==> config.mk <==
export PLATFORM = sky130hd
export DESIGN_NAME = uwire_mem_master
export DESIGN_NICKNAME = d
export VERILOG_FILES = /design/src/rtl/uwire_mem_master.sv
export SDC_FILE = /design/constraint.sdc
export NUM_CORES = 1
export LEC_CHECK = 0
export BUFFER_PORTS_ARGS = -buffer_cell sky130_fd_sc_hd__buf_2
export CORE_MARGIN = 2
export CORE_UTILIZATION = 40
export CTS_CLUSTER_SIZE = 20
export DETAILED_ROUTE_END_ITERATION = 7
export HOLD_SLACK_MARGIN = 0.12
export PLACE_DENSITY = 0.61
export SYNTH_ARGS = -nofsm -noshare
export SYNTH_HDL_FRONTEND = slang
export SYNTH_SLANG_ARGS = --single-unit
==> constraint.sdc <==
create_clock -name clk -period 4.1 [get_ports clk]
set_clock_uncertainty 0.15 [all_clocks]
set_input_delay 0.41 -clock clk [delete_from_list [all_inputs] [get_ports clk]]
set_output_delay 0.41 -clock clk [all_outputs]
set_load 0.1 [all_outputs]
==> src/rtl/uwire_mem_master.sv <==
module uwire_mem_master #(
  parameter int ADDR_W   = 6,
  parameter int DATA_W   = 16,
  parameter int DIV      = 2,
  parameter int GAP_CYC  = 25,
  parameter int POLL_MAX = 4096
) (
  input  logic              clk,
  input  logic              rst_n,
  input  logic              req_valid,
  output logic              req_ready,
  input  logic              req_write,
  input  logic [ADDR_W-1:0] req_addr,
  input  logic [DATA_W-1:0] req_wdata,
  output logic              done,
  output logic              err,
  output logic [DATA_W-1:0] rdata,
  output logic              cs,
  output logic              sk,
  output logic              di,
  input  logic              do_in
);
  localparam int HDR_W    = 3 + ADDR_W;
  localparam int SR_W     = HDR_W + DATA_W;
  localparam int WR_SLOTS = HDR_W + DATA_W;
  localparam int RD_SLOTS = HDR_W + DATA_W + 1;
  localparam int SLOT_W   = $clog2(RD_SLOTS + 1);
  localparam int DIV_W    = $clog2(DIV + 1);
  localparam int WMAX     = (GAP_CYC > POLL_MAX) ? GAP_CYC : POLL_MAX;
  localparam int WAIT_W   = $clog2(WMAX + 1);

  typedef enum logic [2:0] {S_IDLE, S_SHIFT, S_GAP, S_POLL, S_FIN} st_t;

  st_t               st;
  logic [SR_W-1:0]   sr;
  logic [DATA_W-1:0] rx;
  logic [SLOT_W-1:0] slot;
  logic [DIV_W-1:0]  dcnt;
  logic [WAIT_W-1:0] wcnt;
  logic              phase, is_wr, to_flag;
  logic [SLOT_W-1:0] last_slot;

  assign last_slot = is_wr ? SLOT_W'(WR_SLOTS - 1) : SLOT_W'(RD_SLOTS - 1);

  always_ff @(posedge clk or negedge rst_n) begin
    if (!rst_n) begin
      st      <= S_IDLE;
      sr      <= '0;
      rx      <= '0;
      slot    <= '0;
      dcnt    <= '0;
      wcnt    <= '0;
      phase   <= 1'b0;
      is_wr   <= 1'b0;
      to_flag <= 1'b0;
    end else begin
      case (st)
        S_IDLE: if (req_valid) begin
          sr      <= {1'b1, (req_write ? 2'b01 : 2'b10), req_addr,
                      (req_write ? req_wdata : {DATA_W{1'b0}})};
          is_wr   <= req_write;
          slot    <= '0;
          dcnt    <= '0;
          phase   <= 1'b0;
          to_flag <= 1'b0;
          st      <= S_SHIFT;
        end
        S_SHIFT: begin
          if (dcnt == DIV_W'(DIV - 1)) begin
            dcnt <= '0;
            if (!phase) begin
              phase <= 1'b1;
              if (!is_wr && slot >= SLOT_W'(HDR_W))
                rx <= {rx[DATA_W-2:0], do_in};
            end else begin
              phase <= 1'b0;
              sr    <= {sr[SR_W-2:0], 1'b0};
              if (slot == last_slot) begin
                wcnt <= '0;
                st   <= is_wr ? S_GAP : S_FIN;
              end else begin
                slot <= slot + 1'b1;
              end
            end
          end else begin
            dcnt <= dcnt + 1'b1;
          end
        end
        S_GAP: begin
          if (wcnt == WAIT_W'(GAP_CYC - 1)) begin
            wcnt <= '0;
            st   <= S_POLL;
          end else begin
            wcnt <= wcnt + 1'b1;
          end
        end
        S_POLL: begin
          if (do_in) begin
            st <= S_FIN;
          end else if (wcnt == WAIT_W'(POLL_MAX - 1)) begin
            to_flag <= 1'b1;
            st      <= S_FIN;
          end else begin
            wcnt <= wcnt + 1'b1;
          end
        end
        default: st <= S_IDLE;
      endcase
    end
  end

  assign req_ready = (st == S_IDLE);
  assign cs        = (st == S_SHIFT) || (st == S_POLL);
  assign sk        = (st == S_SHIFT) && phase;
  assign di        = (st == S_SHIFT) && sr[SR_W-1];
  assign done      = (st == S_FIN);
  assign err       = done && to_flag;
  assign rdata     = rx;
endmodule


==> results of run 1 <==
-- through the flow --
stage	utilization, %	cell area [um2]	total power, mW	worst slack (ns)	std cells
after global routing	48.1	3940	3.07	1.08	507
after detailed placement	45.0	3680	2.19	1.48	490
after floorplan	-	3350	1.94	0.871	354
after global placement	45.0	3680	2.16	1.49	490
final	48.1	3940	2.84	1.29	507
after CTS	48.1	3940	2.87	1.25	507
-- state kept, by name, summed over array words and instances (netlist names) --
register,flops
wcnt,13
sr,25
st,3
to_flag,1
is_wr,1
dcnt,2
slot,5
rdata,16
phase,1
-- path summary, 6_finish.rpt --
check                                          from              endpoint  slack, ns
worst max register to register  wcnt[0]$_DFFE_PN0P_  wcnt[10]$_DFFE_PN0P_       1.43
max in group asynchronous                     rst_n    sr[15]$_DFFE_PN0P_       2.37
worst min-delay path                    req_addr[4]    sr[20]$_DFFE_PN0P_       0.16
min in group asynchronous                     rst_n   wcnt[7]$_DFFE_PN0P_       0.50
worst min register to register   sr[24]$_DFFE_PN0P_    sr[24]$_DFFE_PN0P_       0.35
worst max-delay path              st[0]$_DFFE_PN0P_                    sk       1.29
-- cells by family (layout without fill, tap and decap cells) --
group,count (synthesis),in the layout,synth area share (%)
AOI/OAI and AO/OA,74,74,14.9
buffers and inverters,33,81,3.77
xor gates and xnor gates,1,1,0.261
adders and majority gates,4,4,1.49
muxes,19,19,6.35
DFF,67,67,50.0
and+or+nand+nor,156,156,23.2
-- cell usage after synthesis, types with 4 or more instances --
cell type / count
dfrtp_1: 67
ha_1: 4
a31oi_1: 22
nor3_1: 13
nand2b_1: 4
clkbuf_1: 16
o21ai_0: 19
and3_1: 6
nand3_1: 27
and2_1: 4
mux2_2: 18
a22o_1: 4
nand2_1: 47
o31ai_1: 13
nor2_1: 34
inv_1: 12
-- per-layer routing --
metal	share of wire, %	track usage (%)
met5	0	0
met4	0.92	6.19
met3	5.5	3.64
met2	46	26.8
met1	47	24.6
-- worst reg2reg max path: cells and delay by family (launching register included) --
family	cells	cell delay (ns)
simple gates	3	1.46
compound gates	2	0.33
fa+ha+maj	1	0.23
flops	1	0.43
-- layout make-up --
type	instances	share of cell area (%)
well taps	105	3.34
multi-input cells	254	39.4
clock inverters	6	2.86
clock buffers	10	3.50
inverters	12	1.14
flip-flops and latches	67	42.6
repair buffers	53	7.12
-- report_power, final --
group	switching [mW]	internal [mW]	leakage (nW)
Clock	0.258	0.422	0.126
Combinational	0.820	0.357	0.811
Sequential	0.149	0.839	0.856
Total	1.23	1.62	1.79
==> results_dict.tcl, run 1 <==
set metrics [dict create \
    yosys.area.top_type_share_pct 50.0 \
    cpMostUsedCell "inv_1" \
    synth_flop_cell "dfrtp_1" \
    power_density_nw_per_um2 723 \
    netlist-cell-type-count 49 \
    finalSetupTns_ns 0 \
    holdPathStages 3 \
    leakage_nw 1.79 \
    hold_buffers 1 \
    dp_hpwl_mm 5.08 \
    crit_path_end_kind "primary output" \
    synth_top_area_cell "dfrtp_1" \
    drt_iter0_markers 182 \
    antenna_found_initial 0 \
    cts_tree "built" \
    worstMarginPinSlew_ns 0.924 \
    crit_chain "inv_1, nor3_2, buf_4, nand2_1, inv_1, buf_2" \
    maxCapViolations 0 \
    die_h_um 95.5 \
    vdd_drop_max_v 0.000435 \
    path_depth 6 \
    ys_ff_latch 67 \
    via_count 2750 \
    initial_core_util_pct 41.0 \
    setup-violations-final 0 \
    areaGrowthSynthToFinish_pct 17.5 \
    seq_area_frac_synth_pct 50.0 \
    crit_required_ns 3.54 \
    synth_area_leaders "dfrtp_1 (50%), mux2_2 (6.0%), nand2_1 (5.3%)" \
    synth_area_per_cell_um2 9.47 \
    reg2regPathDepth 6 \
    clock_path_buffers 2 \
    wl_per_cell_um 14.5 \
    post-route-drc-count 0 \
    dieArea_um2 9130 \
    arrival_ns 2.25 \
    finalHoldViolations 0 \
    fill_cells 775 \
    synth_edf_count 0 \
    rows 33 \
    crit_family "buffers and inverters" \
    rsz0062_at_grt "no" \
    multi_input_area_um2 1550 \
    clkTransAtPathRegs_ns 0.08 \
    gp_congestion 0.843 \
    grt_pass1_wl_mm 12.4 \
    ant_nets 0 \
    nets 428 \
    clkLatencyLatePin_ns 0.34 \
    synth_area_um2 3350 \
    final_max_slew_viol_count 0 \
    hold_slack_ns 0.160 \
    dr.pass1.iters 4 \
    seq_area_um2 1680 \
    coreArea_um2 8180 \
    overflow 0 \
    cts.sink_count 67 \
    fin_crit_ns 2.81 \
    ys_async_sr_fraction_pct 100 \
    die_w_um 95.5 \
    crit_fanout 26 \
    max_freq_mhz 356 \
    grt_max_degree 36 \
    fin_crit_sh_pct 68.6 \
    root_buffer "clkbuf_8" \
    hold_class "in2reg" \
    most-common-layout-cells "dfrtp_1 (67), buf_2 (48), nand2_1 (47)" \
    io_pins 49 \
    relSlewSlack_pct 38.3 \
    yosysWarnings 0 \
    final_common_cell "dfrtp_1" \
    postCtsSetupBuffers 0 \
    syn_inst 354 \
    viasPerCell 5.42 \
    track_usage_pct 17.5 \
    critical_path_class "reg2out" \
    portBuffers 48 \
    critPathLaunchType "flip-flop" \
    htreeDepth 3 \
    cp_num_buf_inv 4 \
    cts_resized 0 \
    crit_slowest_cell "dfrtp_1" \
    grt_pass1_vias 2570 \
    cts_buffers 9 \
    drive_above_1_share_pct 23.4 \
    cp_slowest_stage_delay_ns 0.58 \
    antenna_cells 0 \
    totalWireLength_mm 7.35 \
    outcome "complete, no violations" \
    synth_nets 385 \
]
Note: power is estimated with default switching activity, not from simulation.
==> inputs of run 2 (changes only) <==
ABC_AREA = 1   (was not set)
PLACE_DENSITY = 0.63   (was 0.61)
clock period = 2.3 ns   (was 4.1 ns; I/O delays follow)
==> run 2 against run 1 <==
Against the previous run: power increased by 97%; critical endpoint is now di; flip-flop and latch count unchanged; area after synthesis increased by 8.1%; cell count increased by 35%; first-iteration DRC count decreased by 28%; sequential share of layout area decreased by 5.1 points; critical path type unchanged; final area increased by 14%; clock power increased by 59%; core utilization increased by 2.9 points; synthesized cell count increased by 40%; hold slack improved by 0.10 ns; largest cell class is now multi-input gates; non-clock buffer count increased by 28.
==> results_dict.tcl, run 2 <==
set metrics [dict create \
    combPwrFrac_pct 49.4 \
    via_count 3373 \
    switching_share_pct 46.6 \
    hold_slack_ns 0.264 \
    fill_cells 835 \
    dpl_worst_slack_ns 0.346 \
    nets 604 \
    track_usage_pct 17.5 \
    synth_edf_count 0 \
    dp_hpwl_mm 5.42 \
    most-common-layout-cells "nand2_1 (197), dfrtp_1 (67), nor2_1 (56)" \
    ys_ff_latch 67 \
    fin_crit_ns 2.18 \
    synth_area_leaders "dfrtp_1 (46%), nand2_1 (20%), nor2_1 (5.8%)" \
    cts_buffers 9 \
    synth-compound-area-share_pct 7.01 \
    io_pins 49 \
    synth_nets 527 \
    drive_above_1_share_pct 15.1 \
    cts.sink_count 67 \
    post-route-drc-count 0 \
    totalWireLength_mm 7.98 \
    viasPerCell 4.92 \
    postCtsSetupBuffers 0 \
    ant_nets 0 \
    p_int_mw 2.99 \
    yosysMostFrequentCell "nand2_1" \
    setup-violations-final 0 \
    critPathLaunchType "flip-flop" \
    areaGrowthSynthToFinish_pct 23.5 \
    synth_top_area_cell "dfrtp_1" \
    wl_per_cell_um 11.6 \
    antenna_found_initial 0 \
    p_switching_mw 2.61 \
    synth_area_um2 3620 \
    final_max_slew_viol_count 0 \
    antenna_cells 0 \
    coreArea_um2 8760 \
    die_h_um 99.2 \
    clkTransAtPathRegs_ns 0.07 \
    hold_class "in2async" \
    rsz0062_at_grt "no" \
    synth.area.mux_share_pct 0 \
    netlist-cell-type-count 29 \
    htreeDepth 3 \
    worstMarginPinSlew_ns 0.499 \
    critical_path_class "reg2out" \
    crit_chain "nor2_4, nand2_4, nor2_1, buf_2" \
    portBuffers 48 \
    synth.top_cells.by_count "nand2_1 (197), dfrtp_1 (67), nor2_1 (56), inv_1 (40), nand3_1 (40)" \
    outcome "complete, no violations" \
    finalHoldViolations 0 \
    power_density_nw_per_um2 1250 \
    overflow 0 \
    largest_reg_flops 25 \
    largest_register "sr" \
    leakage_nw 2.32 \
    crit_required_ns 1.92 \
    clock_path_buffers 2 \
    cp_slowest_stage_delay_ns 0.48 \
    max_freq_mhz 459 \
    yosys.area.top_type_share_pct 46.3 \
    yosysWarnings 0 \
    drt_iter0_markers 131 \
    synth_fa_ha_area_share_pct 1.38 \
    synth-simple-area-share_pct 37.9 \
    arrival_ns 1.80 \
    clkLatencyLatePin_ns 0.34 \
    vdd_drop_max_v 0.000755 \
    relSlewSlack_pct 66.7 \
    grt_pass1_vias 3253 \
    gp_congestion 0.870 \
    rows 34 \
    grt_max_degree 68 \
    root_buffer "clkbuf_8" \
    final_common_cell "nand2_1" \
    synth_top_family_by_area "simple AND/OR/NAND/NOR gates" \
    dieArea_um2 9840 \
    cp_num_buf_inv 1 \
    synth_area_per_cell_um2 7.31 \
    crit_slowest_cell "dfrtp_1" \
    crit_family "simple AND/OR/NAND/NOR gates" \
    maxCapViolations 0 \
    dr.pass1.iters 5 \
    seq_area_um2 1680 \
    die_w_um 99.2 \
    ys_async_sr_fraction_pct 100 \
    synth_flop_cell "dfrtp_1" \
    crit_fanout 15 \
    multi_input_area_um2 1710 \
    grt_pass1_wl_mm 14.2 \
    setup_slack_ns 0.122 \
    p_clk_share_pct 19.2 \
    syn_inst 496 \
    synth_xor_area_share_pct 0.483 \
    p_seq_share_pct 31.4 \
    initial_core_util_pct 41.3 \
    seq_area_frac_synth_pct 46.3 \
    fin_crit_sh_pct 94.7 \
    cts_tree "built" \
    crit_path_end_kind "primary output" \
]
==> run 2: power by group through the flow <==
stage | registers, mW | logic (mW) | clock network (mW)
floorplan | 1.72 | 2.26 | 0
global placement | 1.77 | 2.70 | 0
detailed placement | 1.78 | 2.73 | 0
CTS | 1.76 | 2.78 | 1.11
global route | 1.80 | 3.12 | 1.17
finish | 1.76 | 2.77 | 1.08
==> run 2: path summary, 6_finish.rpt <==
kind	from	endpoint	slack, ns	depth (start not counted)
setup / recovery	st[1]$_DFFE_PN0P_	di	0.12	4
min in group clk	rdata[15]$_DFFE_PN0P_	rdata[15]$_DFFE_PN0P_	0.32	2
hold reg to reg	rdata[15]$_DFFE_PN0P_	rdata[15]$_DFFE_PN0P_	0.32	2
hold / removal	rst_n	wcnt[7]$_DFFE_PN0P_	0.26	3
setup reg to reg	st[1]$_DFFE_PN0P_	is_wr$_DFFE_PN0P_	0.29	7
max in group asynchronous	rst_n	slot[0]$_DFFE_PN0P_	1.40	3
==> run 2: per-stage QoR <==
step,TNS (ns),utilization (%),instance area [um2],std cells,power [mW]
after detailed placement,0,45.5,3990,643,4.51
final,0,51.1,4480,686,5.60
after floorplan,-0.613,-,3640,496,3.97
after global placement,0,45.5,3990,643,4.46
after CTS,0,51.0,4470,686,5.65
after global routing,0,51.1,4480,686,6.09
==> run 2: logic make-up (layout without fill, tap and decap cells) <==
group,Yosys count,count (layout)
compound gates,45,45
xor+xnor,2,2
fa+ha+maj,4,4
buf+inv,56,138
flops,67,67
simple gates,322,322
==> run 2: repair_timing <==
action / CTS / global route
setup endpoints to repair: 0 / 1
resized for setup: 0 / 1
hold buffers: 27 / 0
hold endpoints to repair: 94 / 0
==> run 2: cell type report <==
type,count,share of cell area (%)
Clock buffer,10,2.85
Clock inverter,6,2.01
Inverter,41,3.49
Multi-Input combinational cell,373,38.1
Sequential cell,67,37.5
Tap cell,108,3.02
Timing Repair Buffer,81,13.0
==> run 2: routing by layer <==
layer,vias to the layer above,track usage (%),routed length [um]
li1,1743,-,-
met2,89,28.2,3550
met1,1530,23.2,3880
met3,11,4.71,447
met5,-,0,0
met4,0,5.80,98
==> run 2: tightest hold or removal path, stage by stage <==
cell and delay, ns:
dlygate4sd3_1 0.52, buf_2 0.12, buf_12 0.28
